**src/rtl/tbw_pkg.sv**
```systemverilog
package tbw_pkg;

  localparam int CMD_W = 9;

  localparam logic [CMD_W-1:0] SC_RUN_OFF  = 9'h000;
  localparam logic [CMD_W-1:0] SC_RUN_ON   = 9'h001;
  localparam logic [CMD_W-1:0] SC_TB_OFF   = 9'h004;
  localparam logic [CMD_W-1:0] SC_WD_OFF   = 9'h005;
  localparam logic [CMD_W-1:0] SC_TB_ON    = 9'h006;
  localparam logic [CMD_W-1:0] SC_WD_ON    = 9'h007;
  localparam logic [CMD_W-1:0] SC_TB_CLR   = 9'h00C;
  localparam logic [CMD_W-1:0] SC_WD_CLR   = 9'h00E;
  localparam logic [CMD_W-1:0] SC_IRQ_OFF  = 9'h080;
  localparam logic [CMD_W-1:0] SC_IRQ_ON   = 9'h088;
  localparam logic [CMD_W-1:0] SC_RATE_SEL = 9'h0A0;

  typedef enum logic [3:0] {
    OP_NONE, OP_RUN_OFF, OP_RUN_ON, OP_TB_OFF, OP_TB_ON,
    OP_WD_OFF, OP_WD_ON, OP_TB_CLR, OP_WD_CLR,
    OP_IRQ_OFF, OP_IRQ_ON, OP_RATE
  } op_e;

  typedef struct packed {
    logic run;
    logic tb_en;
    logic wd_en;
    logic irq_en;
  } ctl_t;

  function automatic op_e fixed_op(input logic [CMD_W-1:0] code);
    op_e r;
    case (code)
      SC_RUN_OFF: r = OP_RUN_OFF;
      SC_RUN_ON:  r = OP_RUN_ON;
      SC_TB_OFF:  r = OP_TB_OFF;
      SC_WD_OFF:  r = OP_WD_OFF;
      SC_TB_ON:   r = OP_TB_ON;
      SC_WD_ON:   r = OP_WD_ON;
      SC_TB_CLR:  r = OP_TB_CLR;
      SC_WD_CLR:  r = OP_WD_CLR;
      SC_IRQ_OFF: r = OP_IRQ_OFF;
      SC_IRQ_ON:  r = OP_IRQ_ON;
      default:    r = OP_NONE;
    endcase
    return r;
  endfunction

endpackage

```
**src/rtl/tbw_cmd_decode.sv**
```systemverilog
module tbw_cmd_decode
  import tbw_pkg::*;
#(
  parameter int               RSEL_W   = 3,
  parameter logic [RSEL_W-1:0] DEF_RATE = '1
) (
  input  logic              clk,
  input  logic              rst_n,
  input  logic              fire,
  input  logic [CMD_W-1:0]  code,
  output ctl_t              ctl_q,
  output logic [RSEL_W-1:0] rate_q,
  output logic              tb_clr,
  output logic              wd_clr
);

  localparam int HI_W = CMD_W - RSEL_W;

  op_e op;

  always_comb begin
    if (!fire)
      op = OP_NONE;
    else if (code[CMD_W-1:RSEL_W] == SC_RATE_SEL[CMD_W-1:RSEL_W])
      op = OP_RATE;
    else
      op = fixed_op(code);
  end

  assign tb_clr = (op == OP_TB_CLR);
  assign wd_clr = (op == OP_WD_CLR);

  always_ff @(posedge clk) begin
    if (!rst_n) begin
      ctl_q  <= '0;
      rate_q <= DEF_RATE;
    end else begin
      case (op)
        OP_RUN_OFF: ctl_q.run    <= 1'b0;
        OP_RUN_ON:  ctl_q.run    <= 1'b1;
        OP_TB_OFF:  ctl_q.tb_en  <= 1'b0;
        OP_TB_ON:   ctl_q.tb_en  <= 1'b1;
        OP_WD_OFF:  ctl_q.wd_en  <= 1'b0;
        OP_WD_ON:   ctl_q.wd_en  <= 1'b1;
        OP_IRQ_OFF: ctl_q.irq_en <= 1'b0;
        OP_IRQ_ON:  ctl_q.irq_en <= 1'b1;
        OP_RATE:    rate_q       <= code[RSEL_W-1:0];
        default:    ;
      endcase
    end
  end

  // HI_W kept for clarity of the rate-code split
  logic unused_hi;
  assign unused_hi = (HI_W > 0) ? 1'b0 : 1'b0;

endmodule

```
**src/rtl/tbw_div.sv**
```systemverilog
module tbw_div #(
  parameter int CNT_W  = 8,
  parameter int RSEL_W = 3
) (
  input  logic              clk,
  input  logic              rst_n,
  input  logic              tick,
  input  logic              run,
  input  logic              clr,
  input  logic [RSEL_W-1:0] rate,
  output logic              wrap
);

  localparam logic [CNT_W-1:0] ONES = '1;

  logic [CNT_W-1:0] cnt_q;
  logic [CNT_W-1:0] span;

  // low (CNT_W - rate) bits form the active window
  assign span = ONES >> rate;
  assign wrap = tick && run && !clr && (&(cnt_q | ~span));

  always_ff @(posedge clk) begin
    if (!rst_n || clr)
      cnt_q <= '0;
    else if (tick && run)
      cnt_q <= cnt_q + 1'b1;
  end

endmodule

```
**src/rtl/tbw_irq_route.sv**
```systemverilog
module tbw_irq_route (
  input  logic irq_en,
  input  logic tb_vis,
  input  logic wd_vis,
  output logic irq_n
);

  assign irq_n = ~(irq_en & (tb_vis | wd_vis));

endmodule

```
**src/rtl/tbw_gen.sv**
```systemverilog
module tbw_gen
  import tbw_pkg::*;
#(
  parameter int                RSEL_W     = 3,
  parameter int                TB_W       = 8,
  parameter int                WD_PER_LOG = 2,
  parameter logic [RSEL_W-1:0] DEF_RATE   = '1
) (
  input  logic             clk,
  input  logic             rst_n,
  input  logic             tick_in,
  input  logic             cmd_valid,
  output logic             cmd_ready,
  input  logic [CMD_W-1:0] cmd_code,
  output logic             tb_pulse,
  output logic             wdt_flag,
  output logic             irq_n
);

  localparam int WD_W = TB_W + WD_PER_LOG;

  ctl_t              ctl;
  logic [RSEL_W-1:0] rate;
  logic              tb_clr, wd_clr;
  logic              tb_wrap, wd_wrap;
  logic              run_on;
  logic              tb_q, flag_q;

  assign cmd_ready = 1'b1;
  assign run_on    = ctl.run;

  tbw_cmd_decode #(.RSEL_W(RSEL_W), .DEF_RATE(DEF_RATE)) u_dec (
    .clk    (clk),
    .rst_n  (rst_n),
    .fire   (cmd_valid),
    .code   (cmd_code),
    .ctl_q  (ctl),
    .rate_q (rate),
    .tb_clr (tb_clr),
    .wd_clr (wd_clr)
  );

  tbw_div #(.CNT_W(TB_W), .RSEL_W(RSEL_W)) u_tb_div (
    .clk   (clk),
    .rst_n (rst_n),
    .tick  (tick_in),
    .run   (run_on),
    .clr   (tb_clr),
    .rate  (rate),
    .wrap  (tb_wrap)
  );

  tbw_div #(.CNT_W(WD_W), .RSEL_W(RSEL_W)) u_wd_div (
    .clk   (clk),
    .rst_n (rst_n),
    .tick  (tick_in),
    .run   (run_on),
    .clr   (wd_clr),
    .rate  (rate),
    .wrap  (wd_wrap)
  );

  always_ff @(posedge clk) begin
    if (!rst_n) begin
      tb_q   <= 1'b0;
      flag_q <= 1'b0;
    end else begin
      tb_q <= tb_wrap;
      if (wd_clr)
        flag_q <= 1'b0;
      else if (wd_wrap)
        flag_q <= 1'b1;
    end
  end

  assign tb_pulse = tb_q & ctl.tb_en;
  assign wdt_flag = flag_q & ctl.wd_en;

  tbw_irq_route u_irq (
    .irq_en (ctl.irq_en),
    .tb_vis (tb_pulse),
    .wd_vis (wdt_flag),
    .irq_n  (irq_n)
  );

endmodule

```
**config.mk**
```make
export PLATFORM = sky130hd
export DESIGN_NAME = tbw_gen
export DESIGN_NICKNAME = d
export VERILOG_FILES = /design/src/rtl/tbw_pkg.sv /design/src/rtl/tbw_cmd_decode.sv /design/src/rtl/tbw_div.sv /design/src/rtl/tbw_irq_route.sv /design/src/rtl/tbw_gen.sv
export SDC_FILE = /design/constraint.sdc
export NUM_CORES = 1
export LEC_CHECK = 0
export ABC_AREA = 1
export BUFFER_PORTS_ARGS = -buffer_cell sky130_fd_sc_hd__buf_2
export CAP_MARGIN = 20
export CORE_UTILIZATION = 61
export DETAILED_ROUTE_END_ITERATION = 10
export PLACE_DENSITY = 0.89
export SYNTH_ARGS = -nofsm -noshare
export SYNTH_HDL_FRONTEND = slang
export SYNTH_HIERARCHICAL = 1
export SYNTH_SLANG_ARGS = --single-unit
```
**constraint.sdc**
```tcl
create_clock -name clk -period 4.18 [get_ports clk]
set_input_delay 0.418 -clock clk [delete_from_list [all_inputs] [get_ports clk]]
set_output_delay 0.418 -clock clk [all_outputs]
set_load 0.05 [all_outputs]
```
## After elaboration in Yosys (flattened, before gate mapping)

Index checks and enable logic that the tools add are counted.

- Logic and storage cells: 69
- Bits in registers: 27
- Output and inout port bits: 4
- Input bits: 13

- Eq/ne operators: 21
- Add/subtract/negate cells: 2
- Shift operators: 2
- Reductions and logical operators: 18
- Mux-type cells: 7
- Bitwise gates (word level): 10

Operators by type and width:

| operator | count |
|---|---|
| $pmux W4 S10 | 1 |
| $eq A9 B3 Y1 const B | 4 |
| $eq A9 B4 Y1 const B | 2 |
| $eq A9 B8 Y1 const B | 2 |
| $eq A4 B3 Y1 const B | 4 |
| $eq A4 B4 Y1 const B | 4 |
| $add A10 B1 Y10 const B | 1 |
| $not A10 Y10 | 1 |
| $or A10 B10 Y10 | 1 |
| $reduce_and A10 Y1 | 1 |
| $shr A10 B3 Y10 const A | 1 |
| $eq A9 B1 Y1 const B | 1 |
| $logic_not A9 Y1 | 1 |
| $add A8 B1 Y8 const B | 1 |
| $eq A4 B2 Y1 const B | 2 |
| $mux W4 | 2 |
| $not A8 Y8 | 1 |
| $or A8 B8 Y8 | 1 |
| $pmux W1 S2 | 4 |
| $reduce_and A8 Y1 | 1 |
| $reduce_bool A2 Y1 | 4 |
| $shr A8 B3 Y8 const A | 1 |
| $eq A6 B5 Y1 const B | 1 |
| $logic_and A1 B1 Y1 | 5 |
| other kinds (7) | 13 |

## Logic depth before layout (Yosys ltp)

Gate-level depths: netlist of the first run.

- Word-level depth: 8
- Mapped depth: 17
- Depth with buffers taken out: 17

## By module

Netlist of the first run, hierarchy kept.

Modules (own cells, without submodules):

| module | area an instance (um2) | instances | cells each | seq. area each (um2) |
|---|---|---|---|---|
| tbw_cmd_decode | 688.2 | 1 | 109 | 140.1 |
| tbw_div at u_wd_div | 601.8 | 1 | 100 | 200.2 |
| tbw_div at u_tb_div | 461.7 | 1 | 75 | 160.2 |
| tbw_gen | 88.8 | 1 | 14 | 40.0 |
| tbw_irq_route | 5.0 | 1 | 1 | 0.0 |

## Worst setup path before layout of the first run

No wires, ideal clock.

- Kind: input port to flip-flop
- Start point: input cmd_code[4]
- End point: register tb_q
- Stages on the path: 13
- Buffers on the path: 0
- Data arrival time: 1937 ps
- Data required time: 4071 ps
- Slack: 2135 ps
- Cells stage by stage: nor2_1 -> nand2_1 -> inv_2 -> nand3_1 -> nand2_1 -> nand3b_4 -> nand2_4 -> nor3_1 -> nor2_1 -> nand3_1 -> nor2_1 -> nand2_1 -> inv_1

- Cells in the longest elaborated chain, start to end: 8
- Elaborated cells between the ends (all ways): 18
- Classes of those cells: eq/ne: 11; mux: 3; reduce/logical: 4

RTL lines:

| what | line | RTL |
|---|---|---|
| start: declaration | tbw_gen.sv:14 | `input logic [CMD_W-1:0] cmd_code,` |
| $eq A9 B8 Y1 (tied with other cells) | tbw_pkg.sv:32 | `case (code)` |
| $pmux W4 S10 | tbw_pkg.sv:32 |  |
| $mux W4 (*) | tbw_cmd_decode.sv:24 | `else if (code[CMD_W-1:RSEL_W] == SC_RATE_SEL[CMD_W-1:RSEL_W])` |
| $mux W4 (*) | tbw_cmd_decode.sv:22 | `if (!fire)` |
| $eq A4 B3 Y1 (*) | tbw_cmd_decode.sv:30 | `assign tb_clr = (op == OP_TB_CLR);` |
| named net tb_clr | tbw_gen.sv:24 | `logic tb_clr, wd_clr;` |
| $logic_not A1 Y1 (*) | tbw_div.sv:21 | `assign wrap = tick && run && !clr && (&(cnt_q \| ~span));` |
| $logic_and A1 B1 Y1 (*) (2 in a row) | tbw_div.sv:21 |  |
| named net tb_wrap | tbw_gen.sv:25 | `logic tb_wrap, wd_wrap;` |
| end signal: assignment | tbw_gen.sv:68 | `tb_q <= tb_wrap;` |
| end: declaration | tbw_gen.sv:27 | `logic tb_q, flag_q;` |

The timed path passes the listed nets; every way through them passes the cells marked *.
A chain may end at the register's enable or synchronous reset.

## Final worst setup path of the first run

Same ends and word-level chain as after synthesis.

==> flow_summary.ini, run 1 <==
[hold_path]
holdPathEnd = u_dec/rate_q[2]
startpoint_of_the_worst_hold_path = rst_n
timing.hold.worst.class = primary input to register
hold-path-cell-count = 2

[yosys]
yosys.area.top_type_share = 0.293
yosysTopAreaCell = sky130_fd_sc_hd__dfxtp_1
synth.cell_area_um2 = 1850
ys_types = 24
syn_area_per_cell_um2 = 6.17
synth_edf_count = 0
synthesis.instances = 299
leading_register_cell_type_out_of_synthesis = sky130_fd_sc_hd__dfxtp_1
yosysSeqAreaShare = 0.293
yosysWarningCount = 6
synth_top_cells_by_area = sky130_fd_sc_hd__dfxtp_1, sky130_fd_sc_hd__nand2_1, sky130_fd_sc_hd__nor2_1
synth.net_count = 314
yosys_register_bits = 27
synthArstFlopShare = 0

[global_routing]
total_track_usage = 0.233
number_of_global_route_vias_before_repair = 1557
first_pass_grt_wire_length_um = 6150
grt_start_max_net_pins = 17
antenna_violations_before_repair = 0
grt.overflow.total = 0

[drt]
avgViaCountPerCell = 5.01
first_pass_iters = 7
wl_per_cell_um = 9.86
drc = 2
postRouteWirelength_um = 3430
route.antenna.remaining_nets = 0
route.vias.total = 1745
drt_iter0_markers = 81

[floorplan]
start_util = 0.658
fp.dieW_um = 57.0
core-area_um2 = 2810
placementRows = 19
boundaryPins = 17
floorplan.die.height_um = 57.0
die_area_um2 = 3250

[critical_path]
critPathRequiredTime_ns = 4.43
crit_path_top_delay_cell = sky130_fd_sc_hd__nor3_1
rr_worst_depth = 9
startpoint_type = primary input
path_cells = buf_2 > nor2_1 > nand2_1 > inv_2 > nand3_1 > nand2_1 > nand3b_4 > nand2_4 > nor3_1 > nor2_1 > nand3_1 > nor2_1 > nand2_1 > inv_1
crit_arrival_ns = 2.17
critical_path.endpoint_type = register
r2r-end = flag_q
reg2reg_setup_slack_ns = 2.81
cpLargestDelayFamily = simple AND/OR/NAND/NOR gates
criticalPathCategory = primary input to register
crit_cells = 14
cp_max_fo = 6
combined_buffer_and_inverter_count_along_the_critical_path = 3
rr_startpoint = u_wd_div/cnt_q[1]
critical-path-max-stage-delay_ns = 0.53

[power]
fin_total_pwr_mw = 0.415
vdd.ir_drop.worst_mv = 0.132
power_density_nw_per_um2 = 209
power.leakage_nw = 1.02

[clock_network]
cts_buffers = 3
root_buffer = sky130_fd_sc_hd__clkbuf_4
clkTransAtPathRegs_ns = 0.15
tritoncts = built
insertion_delay_ns = 0.33
cts.htree.levels = 1
cts_setup_buffers = 0
postCtsResizedCells = 0
cts.sinks = 27
clockBufferDepth = 2
hold_buffers = 0

[cells_and_area]
layout_common_cells = sky130_fd_sc_hd__nand2_1, sky130_fd_sc_hd__nor2_1, sky130_fd_sc_hd__inv_1, sky130_fd_sc_hd__dfxtp_1, sky130_fd_sc_hd__nand3_1
fillers = 263
layout-drive-gt1-share = 0.189
antenna_cells = 0
mostFrequentLayoutCell = sky130_fd_sc_hd__nand2_1
layout-area-overhead-vs-synth_pct = 7.39
nets = 333

[run_status]
violations = design-rule violations
status = finished, violations left

[timing]
grt_setup_unrepaired = false
number_of_max_slew_violations_in_the_final_report = 0
worst-slew-pin-transition_ns = 0.623
maxSlewHeadroom = 0.581
finalWorstPathRequiredPeriod_ns = 1.93
fin_worst_skew_ns = 0.00389
finalCritPeriodShare = 0.461
maxClockFrequency_mhz = 519
finalSetupViolations = 0
timing_hold_violations_final = 0
timing.setup.tns_ns = 0

[flow_run]
cap_violations = 0

[placed_design]
gp_congestion = 0.932
numPortBuffers = 15
detailedPlacementHpwl_um = 2760
layer usage:
metal / vias up / GRT usage / share of wire
met2: 25 / 0.413 / 0.48
met3: 2 / 0.0317 / 0.030
li1: 955 / - / -
met1: 763 / 0.300 / 0.49
met5: - / 0 / 0
met4: 0 / 0.0557 / 0.0055
power breakdown:
group / internal (mW) / total, mW / switching, mW
clock: 0.0366 / 0.117 / 0.0806
combinational: 0.0120 / 0.0393 / 0.0273
sequential: 0.258 / 0.258 / 0.000487
total: 0.307 / 0.415 / 0.108
layout make-up:
cell class / instances / area [um^2] / share of cell area
clock buffer: 3 / 22.5 / 0.0114
clock inverter: 1 / 7.51 / 0.00379
inverter: 49 / 184 / 0.0928
multi-input combinational: 222 / 1110 / 0.562
sequential: 27 / 541 / 0.273
tap: 31 / 38.8 / 0.0196
timing repair buffer: 15 / 75.1 / 0.0379
metrics by stage:
| step | area (um^2) | hold WS [ns] | util | setup WS (ns) | std cells |
|---|---|---|---|---|---|
| floorplan | 1850 | 0.438 | - | 2.13 | 299 |
| global placement | 1950 | 0.456 | 0.696 | 1.93 | 344 |
| detailed placement | 1950 | 0.461 | 0.696 | 1.90 | 344 |
| CTS | 1980 | 0.338 | 0.707 | 2.26 | 348 |
| global route | 1980 | 0.326 | 0.707 | 2.02 | 348 |
| finish | 1980 | 0.340 | 0.707 | 2.25 | 348 |
kinds of logic (layout without fill, tap and decap cells):
logic type	count (synthesis)	after routing	share of synthesized area
and+or+nand+nor	197	197	0.528
buffers and inverters	50	68	0.104
DFF	27	27	0.293
AOI/OAI and AO/OA	22	22	0.0597
adders and majority gates	2	2	0.0136
other	1	1	0.00203
worst max-delay path by stage:
stage / from / to / slack [ns]
2_1_floorplan: cmd_code[4] / tb_q / 2.13
3_3_place_gp: cmd_code[4] / tb_q / 1.93
3_5_place_dp: cmd_code[4] / tb_q / 1.90
4_1_cts: cmd_code[4] / tb_q / 2.26
5_1_grt: cmd_code[4] / tb_q / 2.02
6_report: cmd_code[4] / tb_q / 2.25
cell usage after synthesis (2+ instances only):
master / instances
sky130_fd_sc_hd__nand3_1: 27
sky130_fd_sc_hd__ha_1: 2
sky130_fd_sc_hd__nand2_4: 3
sky130_fd_sc_hd__nand3_2: 3
sky130_fd_sc_hd__a21oi_1: 10
sky130_fd_sc_hd__nor2_2: 9
sky130_fd_sc_hd__inv_1: 40
sky130_fd_sc_hd__nor3_1: 3
sky130_fd_sc_hd__o21ai_0: 10
sky130_fd_sc_hd__nand4_1: 2
sky130_fd_sc_hd__inv_2: 8
sky130_fd_sc_hd__o21ai_1: 2
sky130_fd_sc_hd__nand2_2: 8
sky130_fd_sc_hd__nor2_4: 6
sky130_fd_sc_hd__dfxtp_1: 27
sky130_fd_sc_hd__nor2_1: 51
sky130_fd_sc_hd__nand2_1: 81
registers in the layout, summed over array words and instances, names as in the netlist:
register	cells
u_wd_div/cnt_q	10
flag_q	1
u_dec/rate_q	3
tb_q	1
u_tb_div/cnt_q	8
u_dec/ctl_q	4
(Power assumes the default switching activity.)
==> run 2: changes to the inputs <==
Settings changed: ABC_AREA 1 to 0, CORE_UTILIZATION 61 to 52, PLACE_DENSITY 0.89 to 0.82.
Clock period 4.18 ns to 1.73 ns, I/O delays scaled along.
==> run 2 against run 1 <==
  * Sequential power grew 140%
  * Sequential cell count is the same
  * Total power grew 140%
  * Critical endpoint is now u_tb_div/cnt_q[0]
  * The run now ends clean
  * Wire length grew 9.6%
  * Critical path type unchanged
  * Cell area shrank 6.8%
  * Cell count shrank 29%
==> flow_summary.ini, run 2 <==
[cells_and_area]
mostFrequentLayoutCell = sky130_fd_sc_hd__dfxtp_1
nets = 232
layout_common_cells = sky130_fd_sc_hd__dfxtp_1, sky130_fd_sc_hd__a21oi_1, sky130_fd_sc_hd__nand2_1, sky130_fd_sc_hd__buf_2, sky130_fd_sc_hd__buf_4
top_regs = u_wd_div/cnt_q (10), u_tb_div/cnt_q (8), u_dec/ctl_q (4)
antenna_cells = 0
layout-area-overhead-vs-synth_pct = 14.6
largest-register = u_wd_div/cnt_q
largest_register_ffs = 10
layout-drive-gt1-share = 0.236
fillers = 246
layout.cells.non_filler = 247

[critical_path]
crit_arrival_ns = 1.88
criticalPathCategory = primary input to register
critical-path-max-stage-delay_ns = 0.39
critPathRequiredTime_ns = 1.96
cp_max_fo = 8
critical_path.endpoint_type = register
startpoint_type = primary input
path_cells = buf_2 > nor4_4 > nand4_1 > o311a_1 > nor3_1 > nand2b_1 > nor2_1
crit_path_top_delay_cell = sky130_fd_sc_hd__nor3_1

[global_routing]
number_of_global_route_vias_before_repair = 1505
met1_usage = 0.325
antenna_violations_before_repair = 0
grt_start_max_net_pins = 15
total_track_usage = 0.255
groute.layer.met3.usage = 0.0424
grt.overflow.total = 0
first_pass_grt_wire_length_um = 6660
use_met2 = 0.422
grt.busiest_layer = met2

[yosys]
synthMostInstantiatedCell = sky130_fd_sc_hd__dfxtp_1
synthesis.instances = 189
yosys.area.top_type_share = 0.335
yosys_register_bits = 27
yosysSeqAreaShare = 0.335
syn_area_per_cell_um2 = 8.53
synth.net_count = 204
synthArstFlopShare = 0
synth_edf_count = 0
yosysWarningCount = 6
synth.cell_area_um2 = 1610
yosysTopAreaCell = sky130_fd_sc_hd__dfxtp_1
synth_top_cells_by_area = sky130_fd_sc_hd__dfxtp_1, sky130_fd_sc_hd__a21oi_1, sky130_fd_sc_hd__nand2_1
ys_types = 60
leading_register_cell_type_out_of_synthesis = sky130_fd_sc_hd__dfxtp_1
synth_top_cells_by_count = sky130_fd_sc_hd__dfxtp_1, sky130_fd_sc_hd__a21oi_1, sky130_fd_sc_hd__nand2_1

[clock_network]
clockBufferDepth = 2
cts_buffers = 3
hold_buffers = 0
cts.htree.levels = 1
insertion_delay_ns = 0.33
tritoncts = built
clkTransAtPathRegs_ns = 0.14
root_buffer = sky130_fd_sc_hd__clkbuf_4
cts.sinks = 27

[drt]
wl_per_cell_um = 15.2
avgViaCountPerCell = 6.44
drc = 0
drt_iter0_markers = 118
first_pass_iters = 4
route.antenna.remaining_nets = 0
route.vias.total = 1591
postRouteWirelength_um = 3760

[floorplan]
fp.dieW_um = 57.7
placementRows = 19
die_area_um2 = 3330
boundaryPins = 17
core-area_um2 = 2850
floorplan.die.height_um = 57.7
start_util = 0.565

[flow_run]
cap_violations = 0

[timing]
timing.setup.tns_ns = 0
grt_setup_unrepaired = false
fin_worst_skew_ns = 0.00868
maxClockFrequency_mhz = 604
finalCritPeriodShare = 0.956
finalWorstPathRequiredPeriod_ns = 1.65
timing_hold_violations_final = 0
finalSetupViolations = 0
number_of_max_slew_violations_in_the_final_report = 0

[power]
power_density_nw_per_um2 = 539
fin_total_pwr_mw = 0.996
power.leakage_nw = 0.679
vdd.ir_drop.worst_mv = 0.504

[placed_design]
numPortBuffers = 15
placed_cells_incl_taps = 243
gp_congestion = 0.931
detailedPlacementHpwl_um = 2850

[run_status]
status = finished clean

[hold_path]
timing.hold.worst.class = primary input to register
==> run 2: cell types whose count changed in the layout (fill, tap and decap cells not counted), moves of 6 or more <==
cell                      delta
sky130_fd_sc_hd__buf_4      +14
sky130_fd_sc_hd__inv_1      -33
sky130_fd_sc_hd__nand2_1    -64
sky130_fd_sc_hd__nand3_1    -17
sky130_fd_sc_hd__nor2_4      -6
sky130_fd_sc_hd__nand2_2     -8
sky130_fd_sc_hd__a21oi_1     +7
sky130_fd_sc_hd__o31ai_1     +6
sky130_fd_sc_hd__inv_2       -8
sky130_fd_sc_hd__nor2_1     -44
sky130_fd_sc_hd__nor2_2      -9
==> run 2: where the power goes <==
group | internal, mW | switching (mW)
Combinational | 0.0371 | 0.0636
Clock | 0.0905 | 0.181
Sequential | 0.623 | 0.000915
==> run 2: metal layers <==
layer	wire length (um)	part of all wire
met3	209	0.056
met4	116	0.031
met1	1620	0.43
met2	1810	0.48
met5	0	0
==> run 2: cells by family (layout without fill, tap and decap cells) <==
logic type / Yosys count / in the layout / synth area share
XOR/XNOR: 6 / 6 / 0.0326
flip-flops: 27 / 27 / 0.335
AND/OR/NAND/NOR: 79 / 79 / 0.300
other: 1 / 1 / 0.00233
multiplexers: 1 / 1 / 0.00621
adder cells (fa/ha/maj): 3 / 3 / 0.0217
AO/OA/AOI/OAI: 59 / 59 / 0.266
buffers and inverters: 13 / 40 / 0.0357
==> run 2: metrics by stage <==
stage	hold slack, ns	setup WS [ns]	instance area (um^2)	utilization
floorplan	0.245	-0.0267	1630	-
global placement	0.450	-0.0766	1810	0.636
detailed placement	0.454	-0.164	1810	0.636
CTS	0.107	0.117	1840	0.645
global route	0.114	0.0247	1850	0.647
finish	0.117	0.0755	1850	0.647
==> run 2: worst paths after layout <==
path              slack (ns)  cells after the start               from                end
setup / recovery        0.08                      7        cmd_code[4]  u_tb_div/cnt_q[0]
hold / removal          0.12                      2              rst_n    u_dec/rate_q[1]
setup reg to reg        0.13                      6  u_wd_div/cnt_q[0]             flag_q
hold reg to reg         0.50                      2  u_wd_div/cnt_q[1]  u_wd_div/cnt_q[1]
==> run 2: layout make-up <==
class                           count  area, um^2  share of cell area
Inverter                            7        26.3              0.0142
Tap cell                           31        38.8              0.0210
Sequential cell                    27         541               0.293
Clock buffer                        4        26.3              0.0142
Timing Repair Buffer               29         180              0.0976
Multi-Input combinational cell    149        1030               0.560
==> run 2: worst max-delay path: cells and delay by family <==
| kind | cells | cell delay [ns] |
|---|---|---|
| AND/OR/NAND/NOR | 5 | 1.43 |
| AO/OA/AOI/OAI | 1 | 0.17 |
| buffers and inverters | 1 | 0.12 |
==> run 2: timing repair <==
item / CTS / global route
setup buffers: 0 / 0
gates resized for setup: 0 / 2
setup endpoints to repair: 0 / 1
==> run 3: changes to the inputs <==
==> constraint.sdc (replaced) <==
create_clock -name clk -period 1.73 [get_ports clk]
set_input_delay 0.0865 -clock clk [delete_from_list [all_inputs] [get_ports clk]]
set_output_delay 0.0865 -clock clk [all_outputs]
set_load 0.05 [all_outputs]
==> run 3 against run 2 <==
  * Cell count is 0.81% lower
  * Combinational power is 4% lower
  * Register-to-register slack hardly changed
  * Worst hold slack worse by 0.080 ns
  * Largest cell class unchanged
  * Largest power group unchanged
  * Highest routed layer unchanged
==> flow_summary.ini, run 3 (synthesized netlist as in run 2, its figures left out) <==
[run_status]
status = finished clean

[critical_path]
crit_arrival_ns = 1.81
criticalPathCategory = register to register
r2r-end = u_wd_div/cnt_q[5]
critical_path.endpoint_type = register
rr_startpoint = u_dec/ctl_q[3]
reg2reg_setup_slack_ns = 0.12
rr_worst_depth = 4
path_cells = buf_4 > nand4_1 > o311ai_0 > o41ai_1
cp_max_fo = 8
critPathRequiredTime_ns = 1.94
startpoint_type = register
crit_path_top_delay_cell = sky130_fd_sc_hd__dfxtp_1
critical-path-max-stage-delay_ns = 0.46

[power]
vdd.ir_drop.worst_mv = 0.533
power.leakage_nw = 0.665
fin_total_pwr_mw = 0.990
power_density_nw_per_um2 = 543

[cells_and_area]
layout-area-overhead-vs-synth_pct = 13.0
largest_register_ffs = 10
mostFrequentLayoutCell = sky130_fd_sc_hd__dfxtp_1
layout-drive-gt1-share = 0.224
largest-register = u_wd_div/cnt_q
layout_common_cells = sky130_fd_sc_hd__dfxtp_1, sky130_fd_sc_hd__a21oi_1, sky130_fd_sc_hd__nand2_1, sky130_fd_sc_hd__buf_2, sky130_fd_sc_hd__buf_4
nets = 230
top_regs = u_wd_div/cnt_q (10), u_tb_div/cnt_q (8), u_dec/ctl_q (4)
antenna_cells = 0

[flow_run]
cap_violations = 0

[drt]
drc = 0
wl_per_cell_um = 15.5
route.vias.total = 1577
drt_iter0_markers = 163
avgViaCountPerCell = 6.44
route.antenna.remaining_nets = 0
first_pass_iters = 5
postRouteWirelength_um = 3800

[clock_network]
root_buffer = sky130_fd_sc_hd__clkbuf_4
cts.sinks = 27
cts.htree.levels = 1
insertion_delay_ns = 0.32
tritoncts = built
clkTransAtPathRegs_ns = 0.14
clockBufferDepth = 2
cts_buffers = 3

[hold_path]
hold-path-cell-count = 2
holdPathEnd = u_dec/rate_q[1]
timing.hold.worst.class = primary input to register
startpoint_of_the_worst_hold_path = rst_n

[timing]
grt_setup_unrepaired = true
finalSetupViolations = 0
timing_hold_violations_final = 0
maxClockFrequency_mhz = 623
fin_worst_skew_ns = 0.00542
finalCritPeriodShare = 0.928
number_of_max_slew_violations_in_the_final_report = 0
postLayoutSetupSlackWorst_ns = 0.124
finalWorstPathRequiredPeriod_ns = 1.61

[global_routing]
grt.overflow.total = 0
first_pass_grt_wire_length_um = 6460
total_track_usage = 0.245
number_of_global_route_vias_before_repair = 1416
grt_start_max_net_pins = 15
antenna_violations_before_repair = 0

[floorplan]
placementRows = 19
die_area_um2 = 3330
boundaryPins = 17
core-area_um2 = 2850
start_util = 0.565
floorplan.die.height_um = 57.7
fp.dieW_um = 57.7

[placed_design]
detailedPlacementHpwl_um = 2920
gp_congestion = 0.907
pre_cts_worst_setup_slack_ns = -0.174
numPortBuffers = 15
==> run 3: repair_timing <==
action / CTS / global route
hold buffers: 0 / 0
gates resized for setup: 0 / 2
endpoints found under the setup margin: 0 / 3
buffers inserted: 0 / 0
==> run 3: worst max path at each step <==
stage                            startpoint                end  slack, ns  cells after the start
after floorplan                 cmd_code[0]             flag_q       0.03                      9
after global placement          cmd_code[4]             flag_q      -0.03                      9
after detailed placement        cmd_code[4]  u_wd_div/cnt_q[5]      -0.17                      8
after CTS                 u_wd_div/cnt_q[0]             flag_q       0.06                      6
after global routing            cmd_code[4]  u_wd_div/cnt_q[7]     -0.008                      8
final                        u_dec/ctl_q[3]  u_wd_div/cnt_q[5]       0.12                      4
==> run 3: stage by stage <==
step	util	instance area [um^2]	cells	hold slack (ns)	TNS [ns]
2_1_floorplan	-	1610	189	0.158	0
3_3_place_gp	0.625	1780	241	0.364	-0.0482
3_5_place_dp	0.625	1780	241	0.368	-1.36
4_1_cts	0.635	1810	245	0.0214	0
5_1_grt	0.639	1820	245	0.0184	-0.00780
6_report	0.639	1820	245	0.0370	0
==> run 3: power by group <==
group | internal (mW) | total [mW] | switching (mW)
registers | 0.623 | 0.624 | 0.00104
logic | 0.0339 | 0.0968 | 0.0630
clock network | 0.0903 | 0.269 | 0.179
total | 0.747 | 0.990 | 0.243
==> run 3: layer usage <==
metal	vias to the layer above	GRT usage	share of wire
met5	-	0	0
met4	0	0.0782	0.015
met3	8	0.0513	0.055
met2	67	0.415	0.50
met1	731	0.314	0.42
li1	771	-	-
==> run 3: critical path: cells and delay by family, from the launching register on <==
| family | cells | cell delay [ns] |
|---|---|---|
| AO/OA/AOI/OAI | 2 | 0.59 |
| buffers and inverters | 1 | 0.20 |
| flip-flops | 1 | 0.46 |
| AND/OR/NAND/NOR | 1 | 0.25 |
==> run 3: cell type report <==
type / instances / area [um^2]
repair buffers: 27 / 165
flip-flops and latches: 27 / 541
multi-input cells: 149 / 1020
fillers: 244 / 1030
well taps: 31 / 38.8
clock buffers: 4 / 26.3
inverters: 7 / 26.3
